===== config.mk =====
export PLATFORM = sky130hd
export DESIGN_NAME = acc_cpu
export DESIGN_NICKNAME = d
export VERILOG_FILES = /design/src/rtl/acc_cpu_pkg.sv /design/src/rtl/acc_cpu_alu.sv /design/src/rtl/acc_cpu_branch.sv /design/src/rtl/acc_cpu.sv
export SDC_FILE = /design/constraint.sdc
export NUM_CORES = 1
export LEC_CHECK = 0
export BUFFER_PORTS_ARGS = -buffer_cell sky130_fd_sc_hd__buf_2
export CAP_MARGIN = 20
export CORE_ASPECT_RATIO = 0.75
export CORE_MARGIN = 4
export CORE_UTILIZATION = 32
export CTS_BUF_LIST = sky130_fd_sc_hd__clkbuf_8 sky130_fd_sc_hd__clkbuf_16
export CTS_CLUSTER_DIAMETER = 200
export DETAILED_ROUTE_END_ITERATION = 8
export SLEW_MARGIN = 25
export SYNTH_ARGS = -nofsm -noshare
export SYNTH_HDL_FRONTEND = slang
export SYNTH_SLANG_ARGS = --single-unit

===== constraint.sdc =====
create_clock -name clk -period 3 [get_ports clk]
set_clock_uncertainty 0.05 [all_clocks]
set_input_delay 0.15 -clock clk [delete_from_list [all_inputs] [get_ports clk]]
set_output_delay 0.15 -clock clk [all_outputs]
set_load 0.03 [all_outputs]

===== src/rtl/acc_cpu_pkg.sv =====
package acc_cpu_pkg;

    localparam int OP_W = 4;

    typedef enum logic [OP_W-1:0] {
        OP_HALT  = 4'd0,
        OP_LD    = 4'd1,
        OP_LDP   = 4'd2,
        OP_ST    = 4'd3,
        OP_STP   = 4'd4,
        OP_JMP   = 4'd5,
        OP_JZ    = 4'd6,
        OP_JNZ   = 4'd7,
        OP_MADD  = 4'd8,
        OP_MSUB  = 4'd9,
        OP_MNAND = 4'd10,
        OP_IADD  = 4'd11,
        OP_ISUB  = 4'd12,
        OP_INAND = 4'd13,
        OP_ILD   = 4'd14,
        OP_XHALT = 4'd15
    } op_e;

    typedef enum logic [2:0] {
        ST_FOP,
        ST_FIMM,
        ST_PTR,
        ST_MEM,
        ST_EXEC,
        ST_HALT
    } state_e;

    function automatic logic op_stops(op_e op);
        return (op == OP_HALT) || (op == OP_XHALT);
    endfunction

    function automatic logic op_via_ptr(op_e op);
        return (op == OP_LDP) || (op == OP_STP);
    endfunction

    function automatic logic op_writes(op_e op);
        return (op == OP_ST) || (op == OP_STP);
    endfunction

    function automatic logic op_touches_mem(op_e op);
        case (op)
            OP_LD, OP_LDP, OP_ST, OP_STP, OP_MADD, OP_MSUB, OP_MNAND: return 1'b1;
            default: return 1'b0;
        endcase
    endfunction

endpackage


===== src/rtl/acc_cpu_alu.sv =====
module acc_cpu_alu
    import acc_cpu_pkg::*;
#(
    parameter int DATA_W = 16
) (
    input  op_e               op,
    input  logic [DATA_W-1:0] acc,
    input  logic [DATA_W-1:0] opnd,
    output logic [DATA_W-1:0] result,
    output logic              acc_we
);

    always_comb begin
        result = acc;
        acc_we = 1'b1;
        case (op)
            OP_MADD, OP_IADD:        result = acc + opnd;
            OP_MSUB, OP_ISUB:        result = acc - opnd;
            OP_MNAND, OP_INAND:      result = ~(acc & opnd);
            OP_LD, OP_LDP, OP_ILD:   result = opnd;
            default:                 acc_we = 1'b0;
        endcase
    end

endmodule


===== src/rtl/acc_cpu_branch.sv =====
module acc_cpu_branch
    import acc_cpu_pkg::*;
#(
    parameter int DATA_W = 16
) (
    input  op_e               op,
    input  logic [DATA_W-1:0] acc,
    output logic              taken
);

    logic acc_zero;
    assign acc_zero = (acc == '0);

    always_comb begin
        case (op)
            OP_JMP:  taken = 1'b1;
            OP_JZ:   taken = acc_zero;
            OP_JNZ:  taken = !acc_zero;
            default: taken = 1'b0;
        endcase
    end

endmodule


===== src/rtl/acc_cpu.sv =====
module acc_cpu
    import acc_cpu_pkg::*;
#(
    parameter int DATA_W = 16,
    parameter int ADDR_W = 16
) (
    input  logic              clk,
    input  logic              rst,
    output logic [ADDR_W-1:0] mem_addr,
    output logic [DATA_W-1:0] mem_wdata,
    output logic              mem_we,
    input  logic [DATA_W-1:0] mem_rdata,
    output logic              halted
);

    localparam logic [ADDR_W-1:0] IMM_OFS = ADDR_W'(1);
    localparam logic [ADDR_W-1:0] PC_STEP = ADDR_W'(2);

    typedef struct packed {
        state_e            st;
        op_e               op;
        logic [DATA_W-1:0] acc;
        logic [ADDR_W-1:0] pc;
    } regs_t;

    regs_t cur_q, nxt_d;

    logic [DATA_W-1:0] alu_res;
    logic              alu_we;
    logic              br_taken;
    logic [ADDR_W-1:0] rd_as_addr;
    op_e               rd_op;
    logic              unused_hi_bits;

    assign rd_as_addr     = mem_rdata[ADDR_W-1:0];
    assign rd_op          = op_e'(mem_rdata[OP_W-1:0]);
    assign unused_hi_bits = ^mem_rdata[DATA_W-1:OP_W];

    acc_cpu_alu #(.DATA_W(DATA_W)) u_alu (
        .op     (cur_q.op),
        .acc    (cur_q.acc),
        .opnd   (mem_rdata),
        .result (alu_res),
        .acc_we (alu_we)
    );

    acc_cpu_branch #(.DATA_W(DATA_W)) u_branch (
        .op    (cur_q.op),
        .acc   (cur_q.acc),
        .taken (br_taken)
    );

    always_comb begin
        nxt_d     = cur_q;
        mem_addr  = cur_q.pc;
        mem_we    = 1'b0;
        mem_wdata = cur_q.acc;
        case (cur_q.st)
            ST_FOP: begin
                nxt_d.st = ST_FIMM;
            end
            ST_FIMM: begin
                nxt_d.op = rd_op;
                if (op_stops(rd_op)) begin
                    nxt_d.st = ST_HALT;
                end else begin
                    mem_addr = cur_q.pc + IMM_OFS;
                    if (op_via_ptr(rd_op))          nxt_d.st = ST_PTR;
                    else if (op_touches_mem(rd_op)) nxt_d.st = ST_MEM;
                    else                            nxt_d.st = ST_EXEC;
                end
            end
            ST_PTR: begin
                mem_addr = rd_as_addr;
                nxt_d.st = ST_MEM;
            end
            ST_MEM: begin
                mem_addr = rd_as_addr;
                if (op_writes(cur_q.op)) begin
                    mem_we   = 1'b1;
                    nxt_d.pc = cur_q.pc + PC_STEP;
                    nxt_d.st = ST_FOP;
                end else begin
                    nxt_d.st = ST_EXEC;
                end
            end
            ST_EXEC: begin
                if (alu_we) nxt_d.acc = alu_res;
                nxt_d.pc = br_taken ? rd_as_addr : cur_q.pc + PC_STEP;
                nxt_d.st = ST_FOP;
            end
            ST_HALT: begin
                nxt_d.st = ST_HALT;
            end
            default: begin
                nxt_d.st = ST_FOP;
            end
        endcase
    end

    always_ff @(posedge clk) begin
        if (rst) begin
            cur_q <= '{st: ST_FOP, op: OP_HALT, acc: '0, pc: '0};
        end else begin
            cur_q <= nxt_d;
        end
    end

    assign halted = (cur_q.st == ST_HALT);

endmodule


=== Word level (Yosys, flattened, before mapping) ===
Index checks and enable logic that the tools add are counted.
W data, S select, Z words.

* Register bits after elaboration: 39
* Input bits: 18
* Output and inout port bits: 34
* Word-level logic and storage cells: 75

* $add $sub $neg: 4
* Equality and inequality tests: 28
* Mux-type cells: 19
* Bitwise gates (word level): 2
* Reduce and logical (&&, ||, !) cells: 18

{| class="wikitable"
|+ Operators with widths
! operator !! count
|-
| $pmux W16 S2 || 2
|-
| $pmux W16 S4 || 1
|-
| $mux W16 || 3
|-
| $eq A4 B4 Y1 const B || 11
|-
| $eq A4 B3 Y1 const B || 5
|-
| $add A16 B1 Y16 const B || 1
|-
| $add A16 B16 Y16 || 1
|-
| $add A16 B2 Y16 const B || 1
|-
| $and A16 B16 Y16 || 1
|-
| $eq A4 B2 Y1 const B || 4
|-
| $logic_not A16 Y1 || 1
|-
| $not A16 Y16 || 1
|-
| $sub A16 B16 Y16 || 1
|-
| $pmux W3 S5 || 1
|-
| $mux W3 || 4
|-
| $reduce_or A9 Y1 || 1
|-
| $eq A4 B1 Y1 const B || 2
|-
| $reduce_or A2 Y1 || 4
|-
| $mux W1 || 7
|-
| $reduce_or A7 Y1 || 1
|-
| $eq A3 B2 Y1 const B || 2
|-
| $eq A3 B3 Y1 const B || 2
|-
| $logic_not A4 Y1 || 1
|-
| $reduce_bool A4 Y1 || 1
|-
| other kinds (10) || 12
|}

=== Depth between registers and ports, before layout ===
Gate-level depths: netlist of run 1.

* Depth in word-level cells: 10
* Gate-level depth with buffers: 14
* Gate-level depth less buffers: 13

=== Cells and area by module ===
A second synthesis of run 1 with hierarchy kept.

* Cell total of the unflattened synthesis: 621
* Area total of the unflattened synthesis: 4,375.4 µm²

{| class="wikitable"
|+ Modules (own cells, without submodules)
! module !! times used !! cells each !! area an instance (µm²) !! seq. area each (µm²)
|-
| acc_cpu || 1 || 373 || 2,656.3 || 780.7
|-
| acc_cpu_alu || 1 || 238 || 1,655.3 || 0.0
|-
| acc_cpu_branch || 1 || 10 || 63.8 || 0.0
|}

=== Worst setup path after synthesis of run 1 ===
No wires, ideal clock.

* Kind: input -> register
* From: input port mem_rdata[6]
* To: register cur_q, in the netlist mem_wdata[15]
* Setup time: 0.095 ns
* Data arrival time: 2.985 ns
* Required time: 2.855 ns
* Setup slack: -0.131 ns
* Cell stages on the path: 12
* Path buffers: 1
* Cell sequence: buf_4 or4_4 or4_4 o41ai_1 xor2_1 ha_1 and3_1 and2_1 a22o_1 a41oi_1 xnor2_1 a221oi_1

* Cells in the longest elaborated chain, start to end: 2
* Elaborated cells on any way between the ends: 3
* Classes of those cells: 2 x add/sub; 1 x mux

{| class="wikitable"
|+ Ends and longest elaborated chain
! item !! line !! text
|-
| from (decl) || acc_cpu.sv:12 || <nowiki>input logic [DATA_W-1:0] mem_rdata,</nowiki>
|-
| $sub A16 B16 Y16 or $add A16 B16 Y16 (tied branches) || acc_cpu_alu.sv:18, acc_cpu_alu.sv:17 ||
|-
| $pmux W16 S4 (*) || acc_cpu_alu.sv:16 || <nowiki>case (op)</nowiki>
|-
| to (signal assigned) || acc_cpu.sv:103 || <nowiki>cur_q <= '{st: ST_FOP, op: OP_HALT, acc: '0, pc: '0};</nowiki>
|-
| to (signal assigned) || acc_cpu.sv:105 || <nowiki>cur_q <= nxt_d;</nowiki>
|-
| to (decl) || acc_cpu.sv:26 || <nowiki>regs_t cur_q, nxt_d;</nowiki>
|}

Every way passes the cells marked *; elsewhere a longest branch is shown, timed or not.
A chain may end at the register's enable or synchronous reset.

=== Worst setup path after layout of run 1 ===
* From: input port mem_rdata[7]
* To: register cur_q, in the netlist mem_wdata[15]

The elaborated chain is that of the path after synthesis.

==> impl_metrics.yaml, run 1 <==
run_status:
  status: "complete, no violations"
sta:
  hold_viol: 0
  max_freq_ghz: 0.3349
  worst_pin_slew_ps: 691.0
  finalSetupViolCount: 0
  rsz0062_at_grt: "yes"
  fin_crit_sh_pct: 99.54
  relSlewSlack_pct: 53.93
  slew_violations: 0
  tns_ps: 0
  period_needed_ps: 2986
  final.setup.worst_slack_ps: 13.91
power_and_ir_drop:
  cellPowerDensity_mw_per_mm2: 346.6
  p_seq_share_pct: 31.2
  ir_drop_v: 0.0002044
  combPwrFrac_pct: 37.6
  switching_share_pct: 37.42
  leakagePower_nw: 2.347
  p_int_mw: 1.167
  power_frac_clock_pct: 31.2
  switching_power_mw: 0.6980
global_route:
  grt_use_met3_pct: 3.758
  grt_pass1_vias: 4758
  grtUsageMet2_pct: 29.26
  busiest_layer: "met1"
  use_met1_pct: 30.74
  grt_pass1_wl_um: 24840
  grt_max_degree: 31
  grt_overflow: 0
  antenna_found_initial: 0
  grt_usage_pct: 20.11
setup_path:
  worstSetupPathType: "input pin to flip-flop"
  cp.arrival_ps: 3130
  setup.worst_path.end: "mem_wdata[15]"
  crit_start: "mem_rdata[7]"
  cp-end-kind: "flip-flop"
  rrSetupSlack_ps: 150
  reg2regPathDepth: 16
  path_max_fanout: 4
  critPathLaunchType: "input pin"
  rr_startpoint: "cur_q[34]"
  r2r-end: "mem_wdata[13]"
  cp.required_ps: 3150
synth:
  synthesis.instances: 608
  seq_area_frac_synth_pct: 18.11
  ys_seq_elements: 39
  yosys-top-cells-area: "dfxtp_1 (18%), ha_1 (6.4%), nand2_1 (6.2%), o21ai_0 (6.2%), a21oi_1 (5.6%)"
  yosysTopAreaCell: "dfxtp_1"
  avgSynthCellArea_um2: 7.092
  synth_area_mm2: 0.004312
  yosys.cell_types.count: 69
  synth_fp_nets: 649
  async_flop_share_pct: 0
  synth_ff_type: "dfxtp_1"
  ys_warn_count: 0
  synth_edf_count: 0
  synth_top_area_share_pct: 18.11
detailed_routing:
  drt_wl_total_um: 15710
  drt-initial-drc-count: 601
  routedWlPerCell_um: 18.36
  viasPerCell: 5.928
  drc: 0
  firstDrtPassIters: 6
  vias: 5074
  drtAntennaViolNets: 0
cells_and_area:
  seq_area_um2: 783.3
  layout-drive-gt1-share_pct: 25.11
  area_delta_synth_final_pct: 24.84
  final_common_cell: "nand2_1"
  antenna_cells: 0
  nNetsFinal: 725
  fill_cells: 1343
  multi_input_area_mm2: 0.003299
  mostFrequentLayoutCells: "nand2_1 (70), buf_4 (69), nor2_1 (50)"
  postLayoutCoreUtil_pct: 41.07
floorplan:
  die_area_mm2: 0.01541
  die_h_um: 108.5
  coreArea_mm2: 0.01311
  initial_core_util_pct: 32.89
  rows: 36
  die_w_um: 142.0
  ios: 52
clock_tree:
  numCtsBuffers: 5
  htreeDepth: 2
  cts_tree: "done"
  cts_root_buffer: "clkbuf_16"
  path_clk_slew_ps: 60
  clock_path_buffers: 2
  clkLatencyLatePin_ps: 290
  numClockSinks: 39
job:
  max-cap-violations: 0
place:
  hpwlAfterDp_um: 12040
  gp_congestion: 0.9962
  place_ws_ps: -284.6
  portBuffers: 51
hold_path:
  worst_hold_path_type: "input pin to flip-flop"
## layout make-up
type	count	share of cell area [%]
clock buffers	7	2.836
clock inverters	1	0.06974
inverters	24	1.674
multi-input cells	490	61.30
flip-flops and latches	39	14.55
well taps	171	3.975
repair buffers	124	15.60
## flip-flops by register name, indices dropped and copies added, names as in the netlist
signal,count
mem_wdata,16
cur_q,23
## layer usage
metal | vias up | share of wire [%]
met1 | 2452 | 50
met2 | 194 | 42
met4 | 0 | 0.83
met5 | - | 0
li1 | 2411 | -
met3 | 17 | 7.6
## cell usage after synthesis, types with 7 or more instances
cell type and number:
xor2_1 13, xnor2_1 10, o31ai_1 7, inv_1 24, a21oi_1 48, mux2i_1 13
dfxtp_1 39, clkbuf_1 30, ha_1 22, nand3_1 17, nand2_1 71, nor2b_1 8
nor4_1 7, buf_4 18, o21ai_0 53, nor2_1 50, a31oi_1 8, buf_2 7
nor3_1 16, and3_1 9, a221oi_1 10
## cells by family after synthesis
family                   after synthesis  synth area share (%)
AND/OR/NAND/NOR                      223                 26.03
AO/OA/AOI/OAI                        207                 32.36
buffers and inverters                 79                 8.648
flip-flops                            39                 18.11
XOR/XNOR                              23                 4.672
adder cells (fa/ha/maj)               23                 6.848
multiplexers                          14                 3.337
## power by group through the flow
stage	logic (mW)	clock network [mW]	registers [mW]
after floorplan	0.430	0	0.579
after global placement	0.646	0	0.590
after detailed placement	0.660	0	0.591
after CTS	0.663	0.587	0.580
after global routing	0.762	0.606	0.586
final	0.701	0.582	0.582
## how the worst min path moves through the flow
| stage | from | endpoint | slack, ps | cells past startpoint |
|---|---|---|---|---|
| floorplan | mem_rdata[1] | cur_q[33] | 240 | 2 |
| global placement | cur_q[15] | cur_q[15] | 430 | 2 |
| detailed placement | cur_q[15] | cur_q[15] | 450 | 2 |
| CTS | mem_rdata[15] | cur_q[15] | 190 | 3 |
| global route | mem_rdata[15] | cur_q[15] | 220 | 3 |
| finish | mem_rdata[15] | cur_q[15] | 190 | 3 |
## stage by stage
step | area [um2] | power [mW] | std cells | hold slack, ps
finish | 5383 | 1.865 | 856 | 189.5
global route | 5383 | 1.954 | 856 | 220.4
CTS | 5214 | 1.830 | 853 | 188.2
detailed placement | 5057 | 1.251 | 845 | 452.6
global placement | 5057 | 1.236 | 845 | 434.3
floorplan | 4320 | 1.009 | 608 | 236.0
## repair_timing
action,CTS,global route
resized for setup,0,35
endpoints found under the setup margin,0,7
hold buffers,0,0
endpoints found under the hold margin,0,0
buffers inserted,0,3
## critical path, cell delays in order
cell      delay, ps
buf_6            90
or4_4           560
or4_4           540
o41ai_4         240
xor2_1          190
ha_1            300
and3_4          180
and2_1          150
a22o_1          210
a41oi_2         180
xnor2_1          90
a221oi_1        250
(Power assumes the default switching activity.)
==> run 2: changes to the inputs <==
Settings changed: CORE_UTILIZATION 32 to 54, PLACE_DENSITY set to 0.78.
==> impl_metrics.yaml, run 2 (synthesis gave the netlist of run 1 again) <==
clock_tree:
  clock_path_buffers: 2
  numClockSinks: 39
  numCtsBuffers: 5
  cts_tree: "done"
  clkLatencyLatePin_ps: 300
  cts_hold_buf: 0
  path_clk_slew_ps: 80
  cts_root_buffer: "clkbuf_8"
  htreeDepth: 2
hold_path:
  whs_endpoint: "cur_q[15]"
  hp-start: "mem_rdata[15]"
  worst_hold_path_type: "input pin to flip-flop"
  hold_depth: 3
cells_and_area:
  nNetsFinal: 716
  area_delta_synth_final_pct: 19.30
  regMostFlops: "cur_q"
  antenna_cells: 0
  final_common_cell: "nand2_1"
  mostFrequentLayoutCells: "nand2_1 (71), buf_4 (61), buf_2 (51)"
  layout-drive-gt1-share_pct: 24.70
  largest_reg_flops: 23
detailed_routing:
  routedWlPerCell_um: 19.47
  drt_wl_total_um: 15130
  drtAntennaViolNets: 0
  drt-initial-drc-count: 760
  drc: 0
  viasPerCell: 6.686
  vias: 5195
  firstDrtPassIters: 6
setup_path:
  worstSetupPathType: "input pin to flip-flop"
  critPathLaunchType: "input pin"
  cp-end-kind: "flip-flop"
  cp.arrival_ps: 3130
  path_max_fanout: 3
  r2r-end: "mem_wdata[12]"
  reg2regPathDepth: 12
  rrSetupSlack_ps: 60
  rr_startpoint: "cur_q[34]"
  cp.required_ps: 3170
  crit_start: "mem_rdata[3]"
power_and_ir_drop:
  switching_share_pct: 41.32
  p_total_mw: 1.634
  power_frac_clock_pct: 22.3
  p_seq_share_pct: 35.6
  combPwrFrac_pct: 42.2
  p_int_mw: 0.9589
  leakagePower_nw: 2.235
  cellPowerDensity_mw_per_mm2: 317.7
  switching_power_mw: 0.6753
  ir_drop_v: 0.0001969
sta:
  rsz0062_at_grt: "yes"
  hold_viol: 0
  holdWs_ps: 166.3
  tns_ps: 0
  worst_pin_slew_ps: 698.1
  max_freq_ghz: 0.3384
  fin_crit_sh_pct: 98.50
  relSlewSlack_pct: 53.46
  period_needed_ps: 2955
  slew_violations: 0
  finalSetupViolCount: 0
global_route:
  grt_usage_pct: 30.37
  grt_overflow: 0
  grt_max_degree: 31
  grt_pass1_wl_um: 23970
  antenna_found_initial: 0
  grt_pass1_vias: 4841
place:
  hpwlAfterDp_um: 10990
  portBuffers: 51
  gp_congestion: 0.9957
floorplan:
  coreArea_mm2: 0.007567
  die_h_um: 85.39
  rows: 27
  die_w_um: 111.2
  initial_core_util_pct: 56.98
  die_area_mm2: 0.009493
  ios: 52
job:
  max-cap-violations: 0
run_status:
  status: "complete, no violations"
-- run 2: changes by cell type in the layout (fill, tap and decap cells not counted), moves of 2 or more --
cell       before  now
buf_2          49   51
o21ai_1         2    4
clkbuf_16       5    0
a221oi_2        0    3
clkbuf_8        2    5
buf_4          69   61
buf_6           5    2
a221oi_1       10    7
-- run 2: stage by stage --
| step | cell area [um2] | std cells | utilization [%] | setup WS (ps) |
|---|---|---|---|---|
| floorplan | 4320 | 608 | - | -63.42 |
| global placement | 4895 | 765 | 64.68 | -182.3 |
| detailed placement | 4895 | 765 | 64.68 | -261.0 |
| CTS | 5007 | 775 | 66.17 | 54.27 |
| global route | 5144 | 777 | 67.97 | -72.65 |
| finish | 5144 | 777 | 67.97 | 45.14 |
-- run 2: what timing repair did --
item / 4_1_cts / 5_1_grt
buffers inserted: 2 / 2
gates cloned: 0 / 0
pin swaps: 1 / 9
resized for setup: 4 / 33
setup endpoints to repair: 3 / 7
-- run 2: critical path: stages --
cell and delay, ps:
buf_2 100, or4_4 560, or4_4 550, o41ai_4 250, xor2_1 180, ha_1 270, and3_4 160, and2_1 150
a22o_1 210, a41oi_2 180, xnor2_1 110, a221oi_2 250
-- run 2: power groups by stage --
stage	clock, mW	combinational [mW]	sequential [mW]
after floorplan	0	0.430	0.579
after global placement	0	0.615	0.589
after detailed placement	0	0.634	0.590
after CTS	0.369	0.642	0.578
after global routing	0.389	0.743	0.585
final	0.364	0.689	0.581
-- run 2: area by class of cell --
| type | count | area (um2) |
|---|---|---|
| multi-input combinational | 490 | 3307 |
| fill | 638 | 2424 |
| sequential | 39 | 783.3 |
| timing repair buffer | 115 | 755.7 |
| tap | 101 | 126.4 |
| inverter | 24 | 90.09 |
| clock buffer | 5 | 68.82 |
| clock inverter | 3 | 12.51 |
-- run 2: how the worst max path moves through the flow --
stage	depth (start not counted)	slack [ps]	endpoint
after global placement	12	-180	mem_wdata[15]
after CTS	12	50	mem_wdata[15]
after detailed placement	12	-260	mem_wdata[15]
final	12	50	mem_wdata[15]
after floorplan	12	-60	mem_wdata[15]
after global routing	12	-70	mem_wdata[15]
-- run 2: layer usage --
metal  global-route usage (%)  vias up  wire [um]
met3                    6.557       32       1687
met1                    41.48     2432       6459
met5                        0        -          0
met2                    49.04      347       6722
met4                    7.403        0        261
li1                         -     2384          -
==> run 3: changes to the inputs <==
Settings changed: GPL_TIMING_DRIVEN set to 0.
==> impl_metrics.yaml, run 3 (synthesis gave the netlist of run 1 again) <==
sta:
  rsz0062_at_grt: "yes"
  slew_violations: 0
  relSlewSlack_pct: 42.54
  period_needed_ps: 3173
  hold_viol: 0
  finalSetupViolCount: 7
  holdWs_ps: 136.5
  fin_crit_sh_pct: 105.8
  max_freq_ghz: 0.3152
  worst_pin_slew_ps: 854.5
  final.setup.worst_slack_ps: -172.8
setup_path:
  cp.arrival_ps: 3360
  rr_startpoint: "cur_q[34]"
  rrSetupSlack_ps: -170
  path_max_fanout: 5
  critPathLaunchType: "flip-flop"
  cp_top_family: "compound AO/OA/AOI/OAI gates"
  reg2regPathDepth: 13
  worst-path-buf-inv: 3
  worstSetupPathType: "flip-flop to flip-flop"
  crit_chain: "buf_6, xor2_2, nand3b_1, buf_4, clkbuf_16, o31ai_1, xor2_1, ha_1, a211o_1, o221a_4, o311a_4, or3_4, nand3_1"
  cp.required_ps: 3190
  slowest_stage: "a211o_1"
  cp-end-kind: "flip-flop"
  r2r-end: "mem_wdata[12]"
  critPathMaxStageDelay_ps: 370
floorplan:
  die_h_um: 85.39
  die_area_mm2: 0.009493
  initial_core_util_pct: 56.98
  rows: 27
  ios: 52
  die_w_um: 111.2
  coreArea_mm2: 0.007567
cells_and_area:
  antenna_cells: 0
  nNetsFinal: 723
  regMostFlops: "cur_q"
  layout-drive-gt1-share_pct: 24.93
  seq_area_um2: 788.3
  largest_reg_flops: 23
  final_area_mm2: 0.005271
  multi_input_area_mm2: 0.003445
  fill_cells: 647
  area_delta_synth_final_pct: 22.26
  mostFrequentLayoutCells: "nand2_1 (70), buf_2 (50), o21ai_0 (48)"
  final_common_cell: "nand2_1"
global_route:
  grt_pass1_vias: 4649
  grt_pass1_wl_um: 24150
  grt_overflow: 0
  grt_usage_pct: 30.87
  antenna_found_initial: 0
  grt_max_degree: 12
hold_path:
  hp-start: "mem_rdata[0]"
  whs_endpoint: "cur_q[32]"
  hold_depth: 3
  worst_hold_path_type: "input pin to flip-flop"
clock_tree:
  clock_path_buffers: 2
  cts_tree: "done"
  numCtsBuffers: 5
  clkLatencyLatePin_ps: 290
  path_clk_slew_ps: 80
  numClockSinks: 39
  htreeDepth: 2
  cts_hold_buf: 0
  cts_root_buffer: "clkbuf_8"
detailed_routing:
  drt_wl_total_um: 16050
  firstDrtPassIters: 9
  viasPerCell: 6.881
  drtAntennaViolNets: 0
  vias: 5388
  routedWlPerCell_um: 20.50
  drt-initial-drc-count: 812
  drc: 3
power_and_ir_drop:
  p_total_mw: 1.688
  ir_drop_v: 0.0002100
  leakagePower_nw: 2.237
  cellPowerDensity_mw_per_mm2: 320.3
job:
  max-cap-violations: 0
place:
  place_area_mm2: 0.004667
  gp_congestion: 0.9891
  hpwlAfterDp_um: 11330
  portBuffers: 44
run_status:
  status: "finished, violations left"
  violations: "design-rule violations, negative setup slack"
-- run 3: cell count changes in the layout (fill, tap and decap cells not counted), moves of 3 or more --
cell      change
nor4_4        +3
ha_1          -5
nor2_2        +3
a221oi_2      -3
nor2_1        -3
buf_4        -18
clkbuf_1     +23
a221oi_1      +3
ha_2          +3
-- run 3: timing repair --
action,4_1_cts,5_1_grt
setup buffers,10,15
resized for setup,37,43
endpoints found under the setup margin,14,28
gates cloned,0,1
pin swaps,12,31
-- run 3: how the worst max path moves through the flow --
stage                 start             to  cells after the start
4_1_cts           cur_q[32]  mem_wdata[13]                     13
3_5_place_dp      cur_q[32]  mem_wdata[13]                     13
6_report          cur_q[34]  mem_wdata[12]                     13
3_3_place_gp      cur_q[32]  mem_wdata[13]                     13
2_1_floorplan  mem_rdata[6]  mem_wdata[15]                     12
5_1_grt           cur_q[34]  mem_wdata[12]                     13
-- run 3: metal layers --
layer | wire length [um] | vias to the layer above | part of all wire, % | global-route usage (%)
li1 | - | 2411 | - | -
met1 | 6488 | 2520 | 40 | 45.61
met2 | 7077 | 414 | 44 | 46.69
met3 | 2146 | 43 | 13 | 6.058
met4 | 340 | 0 | 2.1 | 5.856
met5 | 0 | - | 0 | 0
-- run 3: tightest hold or removal path, stage by stage --
cell and delay [ps]:
buf_2 160, nand2_1 80, a21oi_1 50
-- run 3: final cells by class --
cell class / instances / share of cell area [%]
Clock buffer: 6 / 1.567
Buffer: 52 / 5.649
Inverter: 24 / 1.709
Sequential cell: 39 / 14.95
Timing Repair Buffer: 70 / 8.284
Multi-Input combinational cell: 490 / 65.35
Tap cell: 101 / 2.397
Clock inverter: 1 / 0.09494
-- run 3: metrics by stage --
step	worst slack [ps]	utilization [%]	TNS, ps	std cells
after floorplan	-63.42	-	-63.42	608
after global placement	-583.3	61.67	-3954	753
after detailed placement	-707.5	61.67	-5173	753
after CTS	-29.68	65.61	-37.04	769
after global routing	-386.5	69.66	-1605	783
final	-172.8	69.66	-550.2	783
-- run 3: where the power goes --
group	switching [mW]	internal [mW]	total [mW]	leakage, nW
combinational	0.450	0.267	0.717	1.87
clock	0.205	0.181	0.387	0.0470
sequential	0.0424	0.542	0.585	0.318
total	0.698	0.990	1.69	2.24
